==> src/rtl/sched_pkg.sv <==
package sched_pkg;

   typedef struct packed {
      logic       dly;
      logic       ocs;
      logic [1:0] lat;
      logic [3:0] rate;
      logic       unip;
      logic [2:0] gain;
      logic [3:0] chan;
   } setup_t;

   typedef enum logic [1:0] {
      PH_IDLE,
      PH_DELAY,
      PH_SETTLE,
      PH_RUN
   } phase_t;

   localparam int unsigned SETUP_W   = $bits(setup_t);
   localparam int unsigned RATE_TOP  = 9;
   localparam logic [SETUP_W-1:0] SETUP_DEFAULT = 16'h0400;

endpackage

==> src/rtl/sched_setup_bank.sv <==
module sched_setup_bank
   import sched_pkg::*;
#(
   parameter int unsigned NREG = 4,
   parameter int unsigned RW   = 32,
   localparam int unsigned SPR = RW / SETUP_W,
   localparam int unsigned AW  = $clog2(NREG),
   localparam int unsigned HB  = $clog2(SPR),
   localparam int unsigned PW  = AW + HB
) (
   input  logic          clk,
   input  logic          rst_n,
   input  logic          we,
   input  logic          wbulk,
   input  logic [AW-1:0] waddr,
   input  logic [RW-1:0] wdata,
   input  logic          re,
   input  logic          rbulk,
   input  logic [AW-1:0] raddr,
   output logic [RW-1:0] rdata,
   input  logic [PW-1:0] sel_ptr,
   output setup_t        sel_setup
);

   generate
      if (SPR < 2 || SPR * SETUP_W != RW) begin : g_bad_width
         $error("register width must hold a whole number (>=2) of setups");
      end
      if ((1 << AW) != NREG) begin : g_bad_depth
         $error("register count must be a power of two");
      end
   endgenerate

   logic [RW-1:0] regs_q [NREG];
   logic [AW-1:0] wptr_q, rptr_q;
   logic [AW-1:0] wa, ra;

   assign wa = wbulk ? wptr_q : waddr;
   assign ra = rbulk ? rptr_q : raddr;

   for (genvar g = 0; g < NREG; g++) begin : g_reg
      always_ff @(posedge clk or negedge rst_n) begin
         if (!rst_n)
            regs_q[g] <= {SPR{SETUP_DEFAULT}};
         else if (we && wa == AW'(g))
            regs_q[g] <= wdata;
      end
   end

   always_ff @(posedge clk or negedge rst_n) begin
      if (!rst_n) begin
         wptr_q <= '0;
         rptr_q <= '0;
         rdata  <= '0;
      end else begin
         if (we)
            wptr_q <= wbulk ? wptr_q + 1'b1 : '0;
         if (re) begin
            rptr_q <= rbulk ? rptr_q + 1'b1 : '0;
            rdata  <= regs_q[ra];
         end
      end
   end

   logic [RW-1:0] sel_word;
   assign sel_word  = regs_q[sel_ptr[PW-1:HB]];
   assign sel_setup = setup_t'(sel_word[sel_ptr[HB-1:0]*SETUP_W +: SETUP_W]);

endmodule

==> src/rtl/sched_period_calc.sv <==
module sched_period_calc
   import sched_pkg::*;
#(
   parameter int unsigned BASE_PERIOD  = 1280,
   parameter int unsigned DLY_STD      = 1280,
   parameter int unsigned DLY_ALT      = 1536,
   parameter int unsigned SETTLE_WORDS = 3,
   parameter int unsigned CW           = 22
) (
   input  logic [3:0]    rate,
   input  logic          alt,
   output logic [CW-1:0] period,
   output logic [CW-1:0] settle,
   output logic [CW-1:0] delay
);

   localparam int unsigned BASE_ALT = BASE_PERIOD * 6 / 5;

   generate
      if (BASE_PERIOD % 5 != 0) begin : g_bad_base
         $error("BASE_PERIOD must be a multiple of 5 for the 6/5 family");
      end
      if (SETTLE_WORDS == 0) begin : g_bad_settle
         $error("SETTLE_WORDS must be at least 1");
      end
   endgenerate

   logic [3:0]    shamt;
   logic [CW-1:0] base;

   assign shamt  = (rate > 4'(RATE_TOP)) ? 4'd0 : 4'(RATE_TOP) - rate;
   assign base   = alt ? CW'(BASE_ALT) : CW'(BASE_PERIOD);
   assign period = base << shamt;
   assign settle = CW'(period * CW'(SETTLE_WORDS));
   assign delay  = alt ? CW'(DLY_ALT) : CW'(DLY_STD);

endmodule

==> src/rtl/conv_scheduler.sv <==
module conv_scheduler
   import sched_pkg::*;
#(
   parameter int unsigned BASE_PERIOD  = 1280,
   parameter int unsigned DLY_STD      = 1280,
   parameter int unsigned DLY_ALT      = 1536,
   parameter int unsigned SETTLE_WORDS = 3
) (
   input  logic        clk,
   input  logic        rst_n,
   input  logic        rate_alt,
   input  logic        reg_we,
   input  logic        reg_wbulk,
   input  logic [1:0]  reg_waddr,
   input  logic [31:0] reg_wdata,
   input  logic        reg_re,
   input  logic        reg_rbulk,
   input  logic [1:0]  reg_raddr,
   output logic [31:0] reg_rdata,
   input  logic        start,
   input  logic [2:0]  start_ptr,
   input  logic        start_cont,
   input  logic        stop,
   output logic [1:0]  latch_out,
   output logic [3:0]  chan_sel,
   output logic [2:0]  gain_sel,
   output logic        unipolar,
   output logic        ocs_en,
   output logic        busy,
   output logic        data_ready,
   output logic        start_ignored
);

   localparam int unsigned MAX_WORD = SETTLE_WORDS * (BASE_PERIOD * 6 / 5) * (1 << RATE_TOP);
   localparam int unsigned MAX_DLY  = (DLY_ALT > DLY_STD) ? DLY_ALT : DLY_STD;
   localparam int unsigned CW       = $clog2(((MAX_WORD > MAX_DLY) ? MAX_WORD : MAX_DLY) + 1);

   setup_t        sel_setup, act_q, calc_src;
   phase_t        ph_q;
   logic [CW-1:0] cnt_q, per_w, settle_w, delay_w;
   logic          alt_q, cont_q, calc_alt, idle;

   sched_setup_bank #(.NREG(4), .RW(32)) u_bank (
      .clk      (clk),
      .rst_n    (rst_n),
      .we       (reg_we),
      .wbulk    (reg_wbulk),
      .waddr    (reg_waddr),
      .wdata    (reg_wdata),
      .re       (reg_re),
      .rbulk    (reg_rbulk),
      .raddr    (reg_raddr),
      .rdata    (reg_rdata),
      .sel_ptr  (start_ptr),
      .sel_setup(sel_setup)
   );

   assign idle     = (ph_q == PH_IDLE);
   assign calc_src = idle ? sel_setup : act_q;
   assign calc_alt = idle ? rate_alt : alt_q;

   sched_period_calc #(
      .BASE_PERIOD (BASE_PERIOD),
      .DLY_STD     (DLY_STD),
      .DLY_ALT     (DLY_ALT),
      .SETTLE_WORDS(SETTLE_WORDS),
      .CW          (CW)
   ) u_calc (
      .rate  (calc_src.rate),
      .alt   (calc_alt),
      .period(per_w),
      .settle(settle_w),
      .delay (delay_w)
   );

   always_ff @(posedge clk or negedge rst_n) begin
      if (!rst_n) begin
         ph_q          <= PH_IDLE;
         cnt_q         <= '0;
         act_q         <= '0;
         alt_q         <= 1'b0;
         cont_q        <= 1'b0;
         data_ready    <= 1'b0;
         start_ignored <= 1'b0;
      end else begin
         data_ready <= 1'b0;
         if (start && !idle)
            start_ignored <= 1'b1;
         if (idle) begin
            if (start) begin
               act_q  <= sel_setup;
               alt_q  <= rate_alt;
               cont_q <= start_cont;
               if (sel_setup.dly) begin
                  ph_q  <= PH_DELAY;
                  cnt_q <= delay_w - 1'b1;
               end else begin
                  ph_q  <= PH_SETTLE;
                  cnt_q <= settle_w - 1'b1;
               end
            end
         end else if (stop) begin
            ph_q <= PH_IDLE;
         end else if (cnt_q != '0) begin
            cnt_q <= cnt_q - 1'b1;
         end else if (ph_q == PH_DELAY) begin
            ph_q  <= PH_SETTLE;
            cnt_q <= settle_w - 1'b1;
         end else begin
            data_ready <= 1'b1;
            if (cont_q) begin
               ph_q  <= PH_RUN;
               cnt_q <= per_w - 1'b1;
            end else begin
               ph_q <= PH_IDLE;
            end
         end
      end
   end

   assign busy      = !idle;
   assign latch_out = act_q.lat;
   assign chan_sel  = act_q.chan;
   assign gain_sel  = act_q.gain;
   assign unipolar  = act_q.unip;
   assign ocs_en    = act_q.ocs;

   // a stop while running ends the sequence on the next edge
   a_r9_stop_idles: assert property (@(posedge clk) disable iff (!rst_n)
      busy && stop |=> !busy);

   // no strobe is produced in the cycle following a stop
   a_r9_stop_no_drdy: assert property (@(posedge clk) disable iff (!rst_n)
      busy && stop |=> !data_ready);

   // a start during a run raises the flag
   a_r10_flag_sets: assert property (@(posedge clk) disable iff (!rst_n)
      busy && start |=> start_ignored);

   // the flag is sticky until reset
   a_r10_flag_sticky: assert property (@(posedge clk) disable iff (!rst_n)
      start_ignored |=> start_ignored);

   // select and latch pins move only on an accepted start
   a_r4_pins_hold: assert property (@(posedge clk) disable iff (!rst_n)
      !(start && !busy) |=> $stable(latch_out) && $stable(chan_sel)
                            && $stable(gain_sel) && $stable(unipolar) && $stable(ocs_en));

   // a strobe only follows a cycle in which a sequence was running
   a_r6_drdy_from_busy: assert property (@(posedge clk) disable iff (!rst_n)
      $rose(data_ready) |-> $past(busy));

endmodule

==> config.mk <==
export PLATFORM = sky130hd
export DESIGN_NAME = conv_scheduler
export DESIGN_NICKNAME = d
export VERILOG_FILES = /design/src/rtl/sched_pkg.sv /design/src/rtl/sched_setup_bank.sv /design/src/rtl/sched_period_calc.sv /design/src/rtl/conv_scheduler.sv
export SDC_FILE = /design/constraint.sdc
export NUM_CORES = 1
export LEC_CHECK = 0
export BUFFER_PORTS_ARGS = -buffer_cell sky130_fd_sc_hd__buf_2
export CAP_MARGIN = 25
export CORE_ASPECT_RATIO = 1.75
export CORE_MARGIN = 2
export CORE_UTILIZATION = 45
export CTS_BUF_LIST = sky130_fd_sc_hd__clkbuf_4
export DETAILED_ROUTE_END_ITERATION = 8
export GPL_TIMING_DRIVEN = 0
export SLEW_MARGIN = 20
export SYNTH_ARGS = -nofsm -noshare
export SYNTH_HDL_FRONTEND = slang
export SYNTH_SLANG_ARGS = --single-unit
==> constraint.sdc <==
create_clock -name clk -period 6.75 [get_ports clk]
set_clock_uncertainty 0.2 [all_clocks]
set_input_delay 0 -clock clk [delete_from_list [all_inputs] [get_ports clk]]
set_output_delay 0 -clock clk [all_outputs]
set_load 0.1 [all_outputs]
# ---- Yosys cells after proc, flatten, opt, wreduce, memory -nomap -nowiden
# Index checks and enable logic that the tools add are counted.
dict set report totals {
  register_bits 207
  input_bits 49
  out_inout_bits 46
  wordCells 86
}
dict set report op_classes {
  addsub 7
  multipliers 1
  order_cmp 3
  eq_ne 7
  shift 2
  muxes 32
  bitwise_logic 2
  n_reduce_logical 13
}
# op count
set ops {}
lappend ops {{22-bit 2-to-1 mux} 7}
lappend ops {{32-bit binary-select mux with 2-bit select} 2}
lappend ops {{32-bit 2-to-1 mux} 4}
lappend ops {{22-bit by 1-bit subtractor with 22-bit output, second input constant} 4}
lappend ops {{32-bit by 6-bit variable part select with 16-bit output} 1}
lappend ops {{22-bit by 2-bit multiplier with 22-bit output, second input constant} 1}
lappend ops {{2-bit 2-to-1 mux} 11}
lappend ops {{22-bit nonzero test} 1}
lappend ops {{22-bit by 4-bit << shifter with 22-bit output} 1}
lappend ops {{12-bit 2-to-1 mux} 1}
lappend ops {{10-bit 2-to-1 mux} 1}
lappend ops {{3-bit greater-or-equal comparator, second input constant} 2}
lappend ops {{2-bit NOT with 3-bit output} 2}
lappend ops {{1-bit logical AND} 5}
lappend ops {{1-bit 2-to-1 mux} 5}
lappend ops {{2-bit by 1-bit adder with 2-bit output, second input constant} 2}
lappend ops {{2-bit by 1-bit == test with 1-bit output, second input constant} 2}
lappend ops {{2-bit == test, second input constant} 2}
lappend ops {{4-bit > comparator, second input constant} 1}
lappend ops {{2-bit zero test} 2}
lappend ops {{4-bit 2-to-1 mux} 1}
lappend ops {{2-bit AND reduction} 2}
lappend ops {{4-bit nonzero test} 1}
lappend ops {{4-bit subtractor, first input constant} 1}
lappend ops {{other kinds (5)} 5}

# ---- Longest topological paths before layout
# Gate-level depths: netlist of run 1.
dict set report logic_depth {
  ltp_word 15
  depth_mapped 25
  ltp_nobuf 23
}

# ---- Hierarchy
# Synthesis of run 1 repeated with hierarchy kept, for this count alone.
dict set report hier_totals {
  cells_unflattened 1501
  area_unflattened_um2 14156.1
}
# mod n_inst cells_each area_each_um2 seq_area_each_um2
set modules_own_cells {}
lappend modules_own_cells {sched_setup_bank 1 758 8658.3 4113.9}
lappend modules_own_cells {conv_scheduler 1 569 4211.5 1076.0}
lappend modules_own_cells {sched_period_calc 1 174 1286.2 0.0}

# ---- Least setup slack after synthesis of run 1
# No wires, ideal clock.
dict set report synth_timing {
  path_kind {register -> register}
  from {reg ph_q[1]}
  to {reg cnt_q[20]}
  setup_ns 0.141
  arrival_time_ns 5.124
  t_required_ns 6.409
  setup_slack_ns 1.285
  path_stages_with_launch 21
  path_buffers 2
  period_less_slack_ns 5.465
  path_cell_list {dfrtp_1 -> nor2_1 -> inv_1 -> clkbuf_1 -> o21ai_0 -> nand2b_1 -> ha_1 -> nand3_1 -> o32ai_2 -> nand2_1 -> ha_1 -> inv_1 -> ha_1 -> clkbuf_1 -> nand2_1 -> o21ai_0 -> a31oi_1 -> o21ai_0 -> xor2_1 -> o311ai_0 -> nand3_1}
}
dict set report synth_between {
  elab_chain_cells 11
  elab_cells_between_ends 24
  cone_classes {4 x add/sub; 1 x mul; 1 x order compare; 3 x eq/ne; 1 x shift; 11 x mux; 3 x reduce/logical}
}
# element line_no
set synth_rtl {}
lappend synth_rtl {{start, declared} conv_scheduler.sv:39} ;# phase_t ph_q;
lappend synth_rtl {{start signal, assigned} conv_scheduler.sv:78} ;# ph_q <= PH_IDLE;
lappend synth_rtl {{start signal, assigned} conv_scheduler.sv:95} ;# ph_q <= PH_DELAY;
lappend synth_rtl {{start signal, assigned} conv_scheduler.sv:98} ;# ph_q <= PH_SETTLE;
lappend synth_rtl {{2-bit zero test} conv_scheduler.sv:58} ;# assign idle = (ph_q == PH_IDLE);
lappend synth_rtl {{12-bit 2-to-1 mux} conv_scheduler.sv:59} ;# assign calc_src = idle ? sel_setup : act_q;
lappend synth_rtl {{4-bit subtractor / 4-bit > comparator (equally long branches)} sched_period_calc.sv:31} ;# assign shamt = (rate > 4'(RATE_TOP)) ? 4'd0 : 4'(RATE_TOP) - rate;
lappend synth_rtl {{4-bit 2-to-1 mux} sched_period_calc.sv:31}
lappend synth_rtl {{22-bit by 4-bit << shifter with 22-bit output} sched_period_calc.sv:33} ;# assign period = base << shamt;
lappend synth_rtl {{22-bit by 2-bit multiplier with 22-bit output / 22-bit by 1-bit subtractor with 22-bit output (equally long branches)} {sched_period_calc.sv:34, conv_scheduler.sv:113}}
lappend synth_rtl {{22-bit by 1-bit subtractor with 22-bit output / 22-bit 2-to-1 mux (equally long branches)} {conv_scheduler.sv:99, conv_scheduler.sv:108, conv_scheduler.sv:111}}
lappend synth_rtl {{22-bit 2-to-1 mux} conv_scheduler.sv:106} ;# end else if (ph_q == PH_DELAY) begin
lappend synth_rtl {{22-bit 2-to-1 mux} conv_scheduler.sv:104} ;# end else if (cnt_q != '0) begin
lappend synth_rtl {{22-bit 2-to-1 mux} conv_scheduler.sv:102} ;# end else if (stop) begin
lappend synth_rtl {{22-bit 2-to-1 mux} conv_scheduler.sv:89} ;# if (idle) begin
lappend synth_rtl {{end signal, assigned} conv_scheduler.sv:96} ;# cnt_q <= delay_w - 1'b1;
lappend synth_rtl {{end signal, assigned} conv_scheduler.sv:105} ;# cnt_q <= cnt_q - 1'b1;
lappend synth_rtl {{end signal, assigned} conv_scheduler.sv:108} ;# cnt_q <= settle_w - 1'b1;
lappend synth_rtl {{end, declared} conv_scheduler.sv:40} ;# logic [CW-1:0] cnt_q, per_w, settle_w, delay_w;
# Parallel ways exist; a longest one is shown, timed or not. The select of a mux whose other input is x is not followed.
# A chain may end at the register's enable or synchronous reset.

# ---- Worst setup path after layout of run 1
dict set report layout_timing {
  from {reg ph_q[1]}
  to {reg cnt_q[17]}
}
# The elaborated chain is that of the path after synthesis.

==> results of run 1 <==
sequential cells by signal (all words and copies together), names as in the netlist, 2 cells and up:
name and flops:
u_bank.rptr_q 2, u_bank.regs_q 128, u_bank.rdata 32, u_bank.wptr_q 2
chan_sel 4, cnt_q 22, ph_q 2, latch_out 2
gain_sel 3, act_q 4
layer usage:
layer	up-vias	part of all wire (%)
met5	-	0
met2	266	56
met4	0	6.1
met3	96	3.5
met1	4818	35
li1	4357	-
path summary, 6_finish.rpt:
kind / cells after the start / slack (ps) / endpoint
hold reg to reg: 1 / 260 / start_ignored$_DFFE_PN0P_
setup reg to reg: 20 / 360 / cnt_q[17]$_DFFE_PN0P_
hold / removal: 4 / 80 / u_bank.wptr_q[0]$_DFFE_PN0P_
max in group asynchronous: 5 / 5350 / u_bank.regs_q[26]$_DFFE_PN1P_
min in group asynchronous: 3 / 240 / u_bank.regs_q[10]$_DFFE_PN1P_
setup / recovery: 20 / 360 / cnt_q[17]$_DFFE_PN0P_
worst register-to-register path, stage by stage (launching register included):
cell and delay (ps):
dfrtp_1 440, nor2_1 150, buf_1 460, clkbuf_2 380, mux2i_1 530, ha_1 240
clkbuf_1 330, o2111ai_1 270, a211oi_1 580, inv_1 210, ha_1 320, inv_1 40
ha_1 260, clkbuf_1 290, and3_1 250, and3_1 210, nand4_1 170, o211ai_1 240
xor2_1 460, a22oi_1 170, o21ai_1 140
metrics by stage:
stage / hold slack (ps) / instances / util [%] / cell area [µm²] / worst slack, ps
6_report: 81.5 / 1637 / 55.6 / 14800 / 364
5_1_grt: 74.6 / 1637 / 55.6 / 14800 / 24.4
4_1_cts: 5.35 / 1633 / 55.5 / 14800 / 382
3_5_place_dp: -199 / 1443 / 49.2 / 13100 / 403
3_3_place_gp: 73.8 / 1439 / 48.9 / 13000 / 501
2_1_floorplan: -496 / 1025 / - / 12100 / 1290
timing repair:
item / 4_1_cts / 5_1_grt
hold buffers: 96 / 0
endpoints found under the setup margin: 0 / 2
hold endpoints to repair: 366 / 0
resized for setup: 0 / 3
kinds of logic (layout without fill, tap and decap cells):
logic type / count (synthesis) / after routing / share of synthesized area, %
adder cells (fa/ha/maj): 36 / 36 / 3.71
flip-flops: 207 / 207 / 42.7
XOR/XNOR: 25 / 25 / 1.80
other: 0 / 1 / 0
AO/OA/AOI/OAI: 174 / 174 / 9.55
AND/OR/NAND/NOR: 210 / 210 / 8.43
buffers and inverters: 108 / 395 / 3.79
multiplexers: 265 / 265 / 30.0
area by class of cell:
class / instances / share of cell area (%)
multi-input cells: 710 / 43.9
flip-flops and latches: 207 / 35.1
repair buffers: 193 / 10.6
clock buffers: 71 / 3.60
well taps: 324 / 2.74
plain buffers: 64 / 2.00
inverters: 44 / 1.12
clock inverters: 23 / 1.02
diodes: 1 / 0.0169
cell usage after synthesis (7+ instances only):
master / number
o21ai_1: 8
xnor2_1: 13
nand2_1: 64
mux2i_1: 35
a31oi_1: 10
nand2b_1: 7
clkbuf_1: 35
buf_1: 14
mux4_2: 62
nand4_1: 7
a21oi_1: 37
inv_1: 42
dfstp_2: 8
o21ai_0: 45
nor2_1: 48
nor3_1: 19
dfrtp_1: 199
a21o_1: 10
ha_1: 36
xor2_1: 12
nand3_1: 17
o211ai_1: 7
buf_4: 12
mux2_2: 164
and3_1: 8
==> key figures, run 1 <==
Route
  – DR vias: between 9000 and 10000
  – Routed WL: ~36000 µm
  – Post-route ant nets: 0
  – Vias per cell: 5.83
  – First-pass iteration count of the detailed router: 5
  – Post-DR wirelength/cell: ~22 µm
  – DRC viols: 0
  – Starting DRT DRC Count: ~590

Placed design
  – Dpl hpwl: between 20000 and 30000 µm
  – RePlAce Congestion: 0.922
  – IO Port Bufs: 90

Floorplan
  – IO Count: 95
  – Num rows: a little under 80
  – Die area: approximately 28000 µm²
  – Die width: 128 µm
  – Core area: 26600 µm²
  – Initial Utilization: between 40 and 50%
  – Die Ht: 221 µm

GRT
  – Gr usage total: around a quarter
  – GRT overflow: 0
  – Routing usage on met3: 3.87%
  – Met1 usage: about a quarter
  – Initial antenna violation count: 1
  – Vias in the first global route: 10400
  – First-pass GRT wire length: roughly 56000 µm
  – Largest net degree at the start of global routing: 78
  – Grt peak-use layer: met2
  – Met2 Usage GRT: around half

Worst setup path
  – WP buf/inv: 6
  – Worst Setup End Kind: register
  – Delay-heaviest family, CP: buffers and inverters
  – CP max stage cell: a211oi_1
  – Crit path from: ph_q[1]$_DFFE_PN0P_
  – CP Class: reg -> reg
  – Worst path most repeated cell: ha_1
  – Crit path arrival time: between 6000 and 7000 ps
  – Worst r2r src: ph_q[1]$_DFFE_PN0P_
  – CP max stage delay: ~580 ps
  – CP startpoint kind: register
  – Peak fanout along the critical path: 10
  – Critical-path cell list: nor2_1 -> buf_1 -> clkbuf_2 -> mux2i_1 -> ha_1 -> clkbuf_1 -> o2111ai_1 -> a211oi_1 -> inv_1 -> ha_1 -> inv_1 -> ha_1 -> clkbuf_1 -> and3_1 -> and3_1 -> nand4_1 -> o211ai_1 -> xor2_1 -> a22oi_1 -> o21ai_1
  – WP data required: between 7000 and 8000 ps

Logic synthesis
  – Avg Inst Size Synth: between 10 and 15 µm²
  – Post-synth cell types: 73
  – Synth top area share: 41.0%
  – Synthesized flop and latch total: 207
  – Leading area contributor after synthesis: dfrtp_1
  – Area contributors post-synth: dfrtp_1 41%, mux2_2 15%, mux4_2 12%
  – Net Count, Synth: between 1000 and 1500
  – Ys async rst share: between 90% and 100%
  – Synth warn: 0
  – Post-Syn Area: roughly 12000 µm²
  – EDFF count, synth: 0
  – Register area share after synthesis: roughly 43%
  – Main synth FF type: dfrtp_1
  – Mapped Cells: between 1000 and 1500

Timing
  – Endpoints failing hold: 0
  – Final period util: between 90% and 100%
  – Max Fclk: approximately 160 MHz
  – Final setup fails: 0
  – Max-slew headroom: a little under two fifths
  – RSZ-0062 raised after global routing: no
  – Min Clock Period, post-route: around 6400 ps
  – Total Neg Setup Slack: 0 ps
  – Max Slew Vio Count: 0
  – Measured slew at the worst slew-check pin: 941 ps

Clock tree
  – Clock transition at path regs: around 60 ps
  – CTS H-tree lvls: 2
  – Clock sink count: 207
  – Latest clock arrival within the worst-skew pair: 710 ps
  – Setup Buffers After CTS: 0
  – CTS Root Cell: clkbuf_4
  – CTS max path bufs: 3
  – Total CTS buffers: 52
  – TritonCTS clock tree: done

Cells and area
  – Layout net count: ~1400
  – Share of post-route cells with drive strength above 1: 33.8%
  – Fill count: about 2400
  – Commonest cells after routing, fill and taps aside: 199 x dfrtp_1, 164 x mux2_2, 95 x dlygate4sd3_1
  – Register area: just over 5000 µm²
  – Most common cell after layout, fill and taps aside: dfrtp_1
  – Area of the multi-input gates: 6490 µm²
  – Layout overhead on the synthesized area: 21.9%

Min path
  – Hold Crit Class: in -> reg
  – Hold_sp: reg_wbulk

Flow run
  – # Max-Cap Violations: 0

Run status
  – Run status: complete, no violations
Power of run 1 is not shown: default switching activity piles up to over one toggle a cycle in this logic, so the estimate is an artifact.
==> run 2, diff against run 1 <==
- CORE_ASPECT_RATIO: 1.75 -> 0.6
- clock period: 6.75 -> 6 ns (I/O delays scaled with it)
==> run 2 against run 1 <==
Net effect:
- hold slack worse by 8.2 ps
- largest cell class unchanged
- sequential share of layout area increased by 0.083 points
- global-route usage is 1.0 points lower
- design area decreased by 0.24%
- flip-flop and latch count did not move
- worst setup slack worse by 120 ps
- register-to-register slack worse by 120 ps
- core utilization rose by 0.11 points
==> key figures, run 2 (synthesis gave the netlist of run 1 again) <==
Run status
  – Run status: complete, no violations

Floorplan
  – Die width: 216 µm (+69%)
  – Initial Utilization: 45.9% (+0.20 points)
  – Core area: 26500 µm² (-0.43%)
  – IO Count: 95 (unchanged)
  – Die area: 28400 µm² (about the same)
  – Num rows: 46 (-42%)
  – Die Ht: 131 µm (-41%)

Cells and area
  – Most common cell after layout, fill and taps aside: dfrtp_1
  – Ant diodes: 0 (-1)
  – Largest registers: u_bank.regs_q (128), u_bank.rdata (32), cnt_q (22)
  – Largest register FFs: 128 (unchanged)
  – Share of post-route cells with drive strength above 1: 34.7% (+0.90 points)
  – Largest Register: u_bank.regs_q
  – Final core utilization: 55.8% (+0.11 points)
  – Layout net count: 1351 (-0.44%)
  – Layout overhead on the synthesized area: 21.6%
  – Commonest cells after routing, fill and taps aside: 199 x dfrtp_1, 164 x mux2_2, 92 x dlygate4sd3_1
  – Post-Layout Cell Count: 1661 (+1.5%)
  – Final Instance Area: 14800 µm² (-0.24%)

Timing
  – Max-slew headroom: 38.8% (+1.6 points)
  – Final setup fails: 0 (unchanged)
  – Endpoints failing hold: 0 (unchanged)
  – Measured slew at the worst slew-check pin: 918 ps (-23.6 ps)
  – Min Clock Period, post-route: 5750 ps (-633 ps)
  – Max Slew Vio Count: 0 (unchanged)
  – Final period util: 95.9% (+1.3 points)
  – RSZ-0062 raised after global routing: no
  – Max Fclk: 174 MHz (+11%)

Placed design
  – Placed Cells: 1478 (+2.4%)
  – RePlAce Congestion: 0.881 (-4.5%)
  – Dpl hpwl: 24600 µm (-4.9%)
  – Dpl cell area: 13100 µm² (+0.23%)
  – IO Port Bufs: 90 (unchanged)

Worst setup path
  – Critical-path cell list: mux2i_1 -> mux4_2 -> o21a_1 -> clkbuf_1 -> a21o_1 -> nand2b_1 -> inv_1 -> ha_1 -> or3_1 -> a211oi_2 -> inv_1 -> ha_1 -> inv_1 -> ha_1 -> and3_1 -> and3_1 -> nand4_1 -> o211ai_1 -> xor2_1 -> a22oi_1 -> o21ai_1
  – Delay-heaviest family, CP: compound AO/OA/AOI/OAI gates
  – FF-to-FF setup slack: 250 ps (-120 ps)
  – RR Endpoint: cnt_q[17]$_DFFE_PN0P_
  – CP startpoint kind: register
  – Worst Setup End Kind: register
  – Worst r2r src: u_bank.regs_q[11]$_DFFE_PN0P_
  – WP data required: 6420 ps (-770 ps)
  – CP max stage delay: 560 ps (-20 ps)
  – Termination of the worst setup path: cnt_q[17]$_DFFE_PN0P_
  – CP max stage cell: mux4_2
  – Stages on worst setup path: 21 (+5.0%)
  – Worst reg2reg path depth: 21 (+5.0%)
  – WP buf/inv: 4 (-2)
  – Peak fanout along the critical path: 10 (unchanged)
  – Crit path arrival time: 6180 ps (-640 ps)
  – Crit path from: u_bank.regs_q[11]$_DFFE_PN0P_
  – CP Class: reg -> reg

GRT
  – Vias in the first global route: 9323 (-10%)
  – First-pass GRT wire length: 54700 µm (-2.9%)
  – Largest net degree at the start of global routing: 96 (+23%)
  – Initial antenna violation count: 0 (-1)
  – GRT overflow: 0 (unchanged)
  – Gr usage total: 24.9% (-1.0 points)

Route
  – DR vias: 9534 (-0.031%)
  – Met1 wire length: 17800 µm (+44%)
  – First-pass iteration count of the detailed router: 5 (unchanged)
  – DRC viols: 0 (unchanged)
  – Starting DRT DRC Count: 866 (+48%)
  – DR WL met3: 2890 µm (+140%)
  – Post-DR wirelength/cell: 21.0 µm (-3.3%)
  – Top Metal Used: met4
  – Post-route ant nets: 0 (unchanged)
  – Met2 WL: 13700 µm (-31%)
  – Vias per cell: 5.74 (-1.5%)
  – Routed WL: 34900 µm (-1.9%)

Clock tree
  – TritonCTS clock tree: done
  – Clock transition at path regs: 70 ps (about the same)
  – CTS H-tree lvls: 2 (unchanged)
  – Clock sink count: 207 (unchanged)
  – Latest clock arrival within the worst-skew pair: 760 ps (+50 ps)
  – Total CTS buffers: 50 (-3.8%)
  – CTS max path bufs: 3 (unchanged)
  – CTS Root Cell: clkbuf_4

Flow run
  – # Max-Cap Violations: 0 (unchanged)

Min path
  – Hold Crit Class: in -> reg
-- run 2: cell count changes in the layout (fill, tap and decap cells not counted), sizes merged --
| cell | before | now |
|---|---|---|
| clkinv | 19 | 11 |
| dlygate4sd3 | 95 | 92 |
| bufinv | 2 | 0 |
| clkbuf | 106 | 108 |
| diode | 1 | 0 |
-- run 2: cell type report --
class | instances | area [µm²]
Fill cell | 2270 | 11700
Buffer | 61 | 289
Inverter | 44 | 165
Timing Repair Buffer | 192 | 1540
Multi-Input combinational cell | 710 | 6510
Clock buffer | 74 | 556
Tap cell | 360 | 450
Sequential cell | 207 | 5190
Clock inverter | 13 | 70.1
-- run 2: tightest hold or removal path, stage by stage --
cell           delay (ps)
dlygate4sd3_1         540
clkbuf_1              200
o21ai_0               110
o21ai_0                80
-- run 2: worst min-delay path by stage --
stage	start	endpoint	cells after the start
2_1_floorplan	rst_n	act_q[10]$_DFFE_PN0P_	0
3_3_place_gp	start_cont	cont_q$_DFFE_PN0P_	2
3_5_place_dp	rst_n	u_bank.regs_q[48]$_DFFE_PN0P_	1
4_1_cts	reg_wbulk	u_bank.wptr_q[1]$_DFFE_PN0P_	4
5_1_grt	stop	data_ready$_DFF_PN0_	4
6_report	reg_wbulk	u_bank.wptr_q[1]$_DFFE_PN0P_	4
-- run 2: timing repair --
item,4_1_cts,5_1_grt
setup endpoints to repair,3,8
pin swaps,0,2
hold endpoints to repair,365,0
hold buffers,93,0
resized for setup,1,10
setup buffers,0,3
-- run 2: metrics by stage --
| step | worst slack [ps] | setup TNS (ps) | hold slack [ps] |
|---|---|---|---|
| 2_1_floorplan | 535 | 0 | -496 |
| 3_3_place_gp | -108 | -180 | 37.0 |
| 3_5_place_dp | -106 | -115 | -283 |
| 4_1_cts | 23.3 | 0 | 4.32 |
| 5_1_grt | 2.98 | 0 | 34.6 |
| 6_report | 247 | 0 | 73.4 |
-- run 2: routing by layer --
metal | vias up | track usage, %
met5 | - | 0
met4 | 0 | 5.71
met3 | 43 | 6.74
met2 | 335 | 31.2
met1 | 4820 | 41.3
li1 | 4336 | -
Power of run 2 is left out for the same reason.
==> run 3, diff against run 2 <==
- BUFFER_PORTS_ARGS: -buffer_cell sky130_fd_sc_hd__buf_2 -> default
- CORE_UTILIZATION: 45 -> 25
- DONT_BUFFER_PORTS: default -> 1
==> run 3 against run 2 <==
Net effect:
- design area is 3.0% higher
- worst setup slack better by 36 ps
- non-clock buffer count is 52 lower
- die area is 78% higher
- largest cell class unchanged
- highest routed layer unchanged
==> key figures, run 3 (synthesis gave the netlist of run 1 again) <==
Timing
  – Max-slew headroom: 30.0% (-8.8 points)
  – Total Neg Setup Slack: 0 ps (unchanged)
  – Final period util: 95.3% (-0.60 points)
  – Min Clock Period, post-route: 5720 ps (-36.2 ps)
  – Setup WS post-layout: 284 ps (+36.2 ps)
  – Hold slack final: 67.2 ps (-6.21 ps)
  – Max Slew Vio Count: 0 (unchanged)
  – Final setup fails: 0 (unchanged)
  – Max Fclk: 175 MHz (+0.63%)
  – Endpoints failing hold: 0 (unchanged)
  – Measured slew at the worst slew-check pin: 1050 ps (+132 ps)

Worst setup path
  – CP max stage delay: 610 ps (+50 ps)
  – CP Class: reg -> reg
  – Critical-path cell list: mux2i_1 -> mux4_2 -> o21ai_2 -> inv_2 -> ha_1 -> buf_1 -> or4_4 -> a21oi_1 -> a32oi_2 -> ha_1 -> inv_1 -> ha_1 -> and2_1 -> nor3b_1 -> a211oi_1 -> o2111ai_2 -> and3_1 -> mux2i_1 -> o211ai_1
  – CP max stage cell: or4_4
  – FF-to-FF setup slack: 280 ps (+40 ps)
  – CP startpoint kind: register
  – WP data required: 6430 ps (about the same)
  – Worst Setup End Kind: register
  – Peak fanout along the critical path: 10 (unchanged)
  – Worst reg2reg path depth: 19 (-9.5%)
  – Crit path arrival time: 6140 ps (-40 ps)
  – Worst path most repeated cell: ha_1

GRT
  – Gr usage total: 15.1% (-9.7 points)
  – First-pass GRT wire length: 58600 µm (+7.2%)
  – GRT overflow: 0 (unchanged)
  – Largest net degree at the start of global routing: 152 (+58%)
  – Initial antenna violation count: 2 (+2)
  – Vias in the first global route: 9737 (+4.4%)

Cells and area
  – Fill count: 4806 (+110%)
  – Largest Register: u_bank.regs_q
  – Share of post-route cells with drive strength above 1: 30.6% (-4.1 points)
  – Layout net count: 1308 (-3.2%)
  – Largest registers: u_bank.regs_q (128), u_bank.rdata (32), cnt_q (22)
  – Layout overhead on the synthesized area: 25.3%
  – Commonest cells after routing, fill and taps aside: 199 x dfrtp_1, 164 x mux2_2, 129 x dlygate4sd3_1
  – Largest register FFs: 128 (unchanged)
  – Final core utilization: 31.8% (-24 points)
  – Most common cell after layout, fill and taps aside: dfrtp_1

Route
  – Starting DRT DRC Count: 779 (-10%)
  – Routed WL: 38000 µm (+9.0%)
  – Vias per cell: 4.96 (-14%)
  – DR vias: 9495 (-0.41%)
  – First-pass iteration count of the detailed router: 8 (+3)
  – Post-DR wirelength/cell: 19.9 µm (-5.5%)
  – DRC viols: 0 (unchanged)
  – Post-route ant nets: 0 (unchanged)

Floorplan
  – Num rows: 62 (+35%)
  – Core area: 47900 µm² (+81%)
  – Die width: 289 µm (+34%)
  – IO Count: 95 (unchanged)
  – Die area: 50400 µm² (+78%)
  – Initial Utilization: 25.4% (-20 points)
  – Die Ht: 175 µm (+33%)

Clock tree
  – Latest clock arrival within the worst-skew pair: 760 ps (about the same)
  – Clock transition at path regs: 70 ps (about the same)
  – CTS H-tree lvls: 2 (unchanged)
  – Total CTS buffers: 59 (+18%)
  – TritonCTS clock tree: done
  – Clock sink count: 207 (unchanged)
  – CTS Root Cell: clkbuf_4
  – CTS max path bufs: 3 (unchanged)

Placed design
  – RePlAce Congestion: 0.898 (+1.9%)
  – Dpl hpwl: 26900 µm (+9.4%)
  – IO Port Bufs: 0 (-100%)
  – Setup WS pre-CTS: -653 ps (-547 ps)

Min path
  – Hold Path Depth: 4 (unchanged)
  – Hold Crit Class: in -> reg

Flow run
  – # Max-Cap Violations: 0 (unchanged)

Run status
  – Run status: complete, no violations
-- run 3: changes by cell type in the layout (fill, tap and decap cells not counted), sizes merged --
cell | previous run | this run
buf | 127 | 38
clkinvlp | 1 | 0
inv | 45 | 46
clkbuf | 108 | 130
diode | 0 | 2
clkinv | 11 | 13
dlygate4sd3 | 92 | 129
-- run 3: path summary, 6_finish.rpt --
path | start | endpoint
setup / recovery | u_bank.regs_q[122]$_DFFE_PN1P_ | cnt_q[21]$_DFFE_PN0P_
hold / removal | reg_wbulk | u_bank.wptr_q[0]$_DFFE_PN0P_
setup reg to reg | u_bank.regs_q[122]$_DFFE_PN1P_ | cnt_q[21]$_DFFE_PN0P_
hold reg to reg | act_q[8]$_DFFE_PN0P_ | act_q[8]$_DFFE_PN0P_
max in group asynchronous | rst_n | u_bank.rdata[16]$_DFFE_PN0P_
min in group asynchronous | rst_n | act_q[11]$_DFFE_PN0P_
-- run 3: cell type report --
type	instances	area [µm²]	area share [%]
Antenna cell	2	5.00	0.0329
Clock inverter	15	72.6	0.477
Inverter	44	165	1.09
Multi-Input combinational cell	710	6530	42.9
Sequential cell	207	5190	34.1
Buffer	62	295	1.94
Clock buffer	96	721	4.74
Tap cell	640	801	5.26
Timing Repair Buffer	139	1430	9.43
-- run 3: worst max-delay path: cells and delay by family, from the launching register on --
family,cells,cell delay (ps)
AND/OR/NAND/NOR,4,1350
adder cells (fa/ha/maj),3,880
flip-flops,1,550
multiplexers,3,740
buffers and inverters,3,360
AO/OA/AOI/OAI,6,1500
-- run 3: stage by stage --
step | cells | area (µm²)
3_5_place_dp | 1666 | 13000
4_1_cts | 1909 | 15100
3_3_place_gp | 1665 | 12900
6_report | 1915 | 15200
5_1_grt | 1915 | 15200
2_1_floorplan | 1025 | 12100
-- run 3: timing repair --
item | 4_1_cts | 5_1_grt
hold buffers | 130 | 1
gates resized for setup | 5 | 10
pin swaps | 1 | 2
setup buffers | 2 | 2
hold endpoints to repair | 381 | 1
setup endpoints to repair | 6 | 8
-- run 3: metal layers --
| metal | wire (µm) | vias to the layer above | global-route usage (%) |
|---|---|---|---|
| li1 | - | 4284 | - |
| met1 | 17900 | 4801 | 21.9 |
| met2 | 16300 | 361 | 21.9 |
| met3 | 3090 | 49 | 4.11 |
| met4 | 806 | 0 | 4.58 |
| met5 | 0 | - | 0 |
Power of run 3 is left out for the same reason.
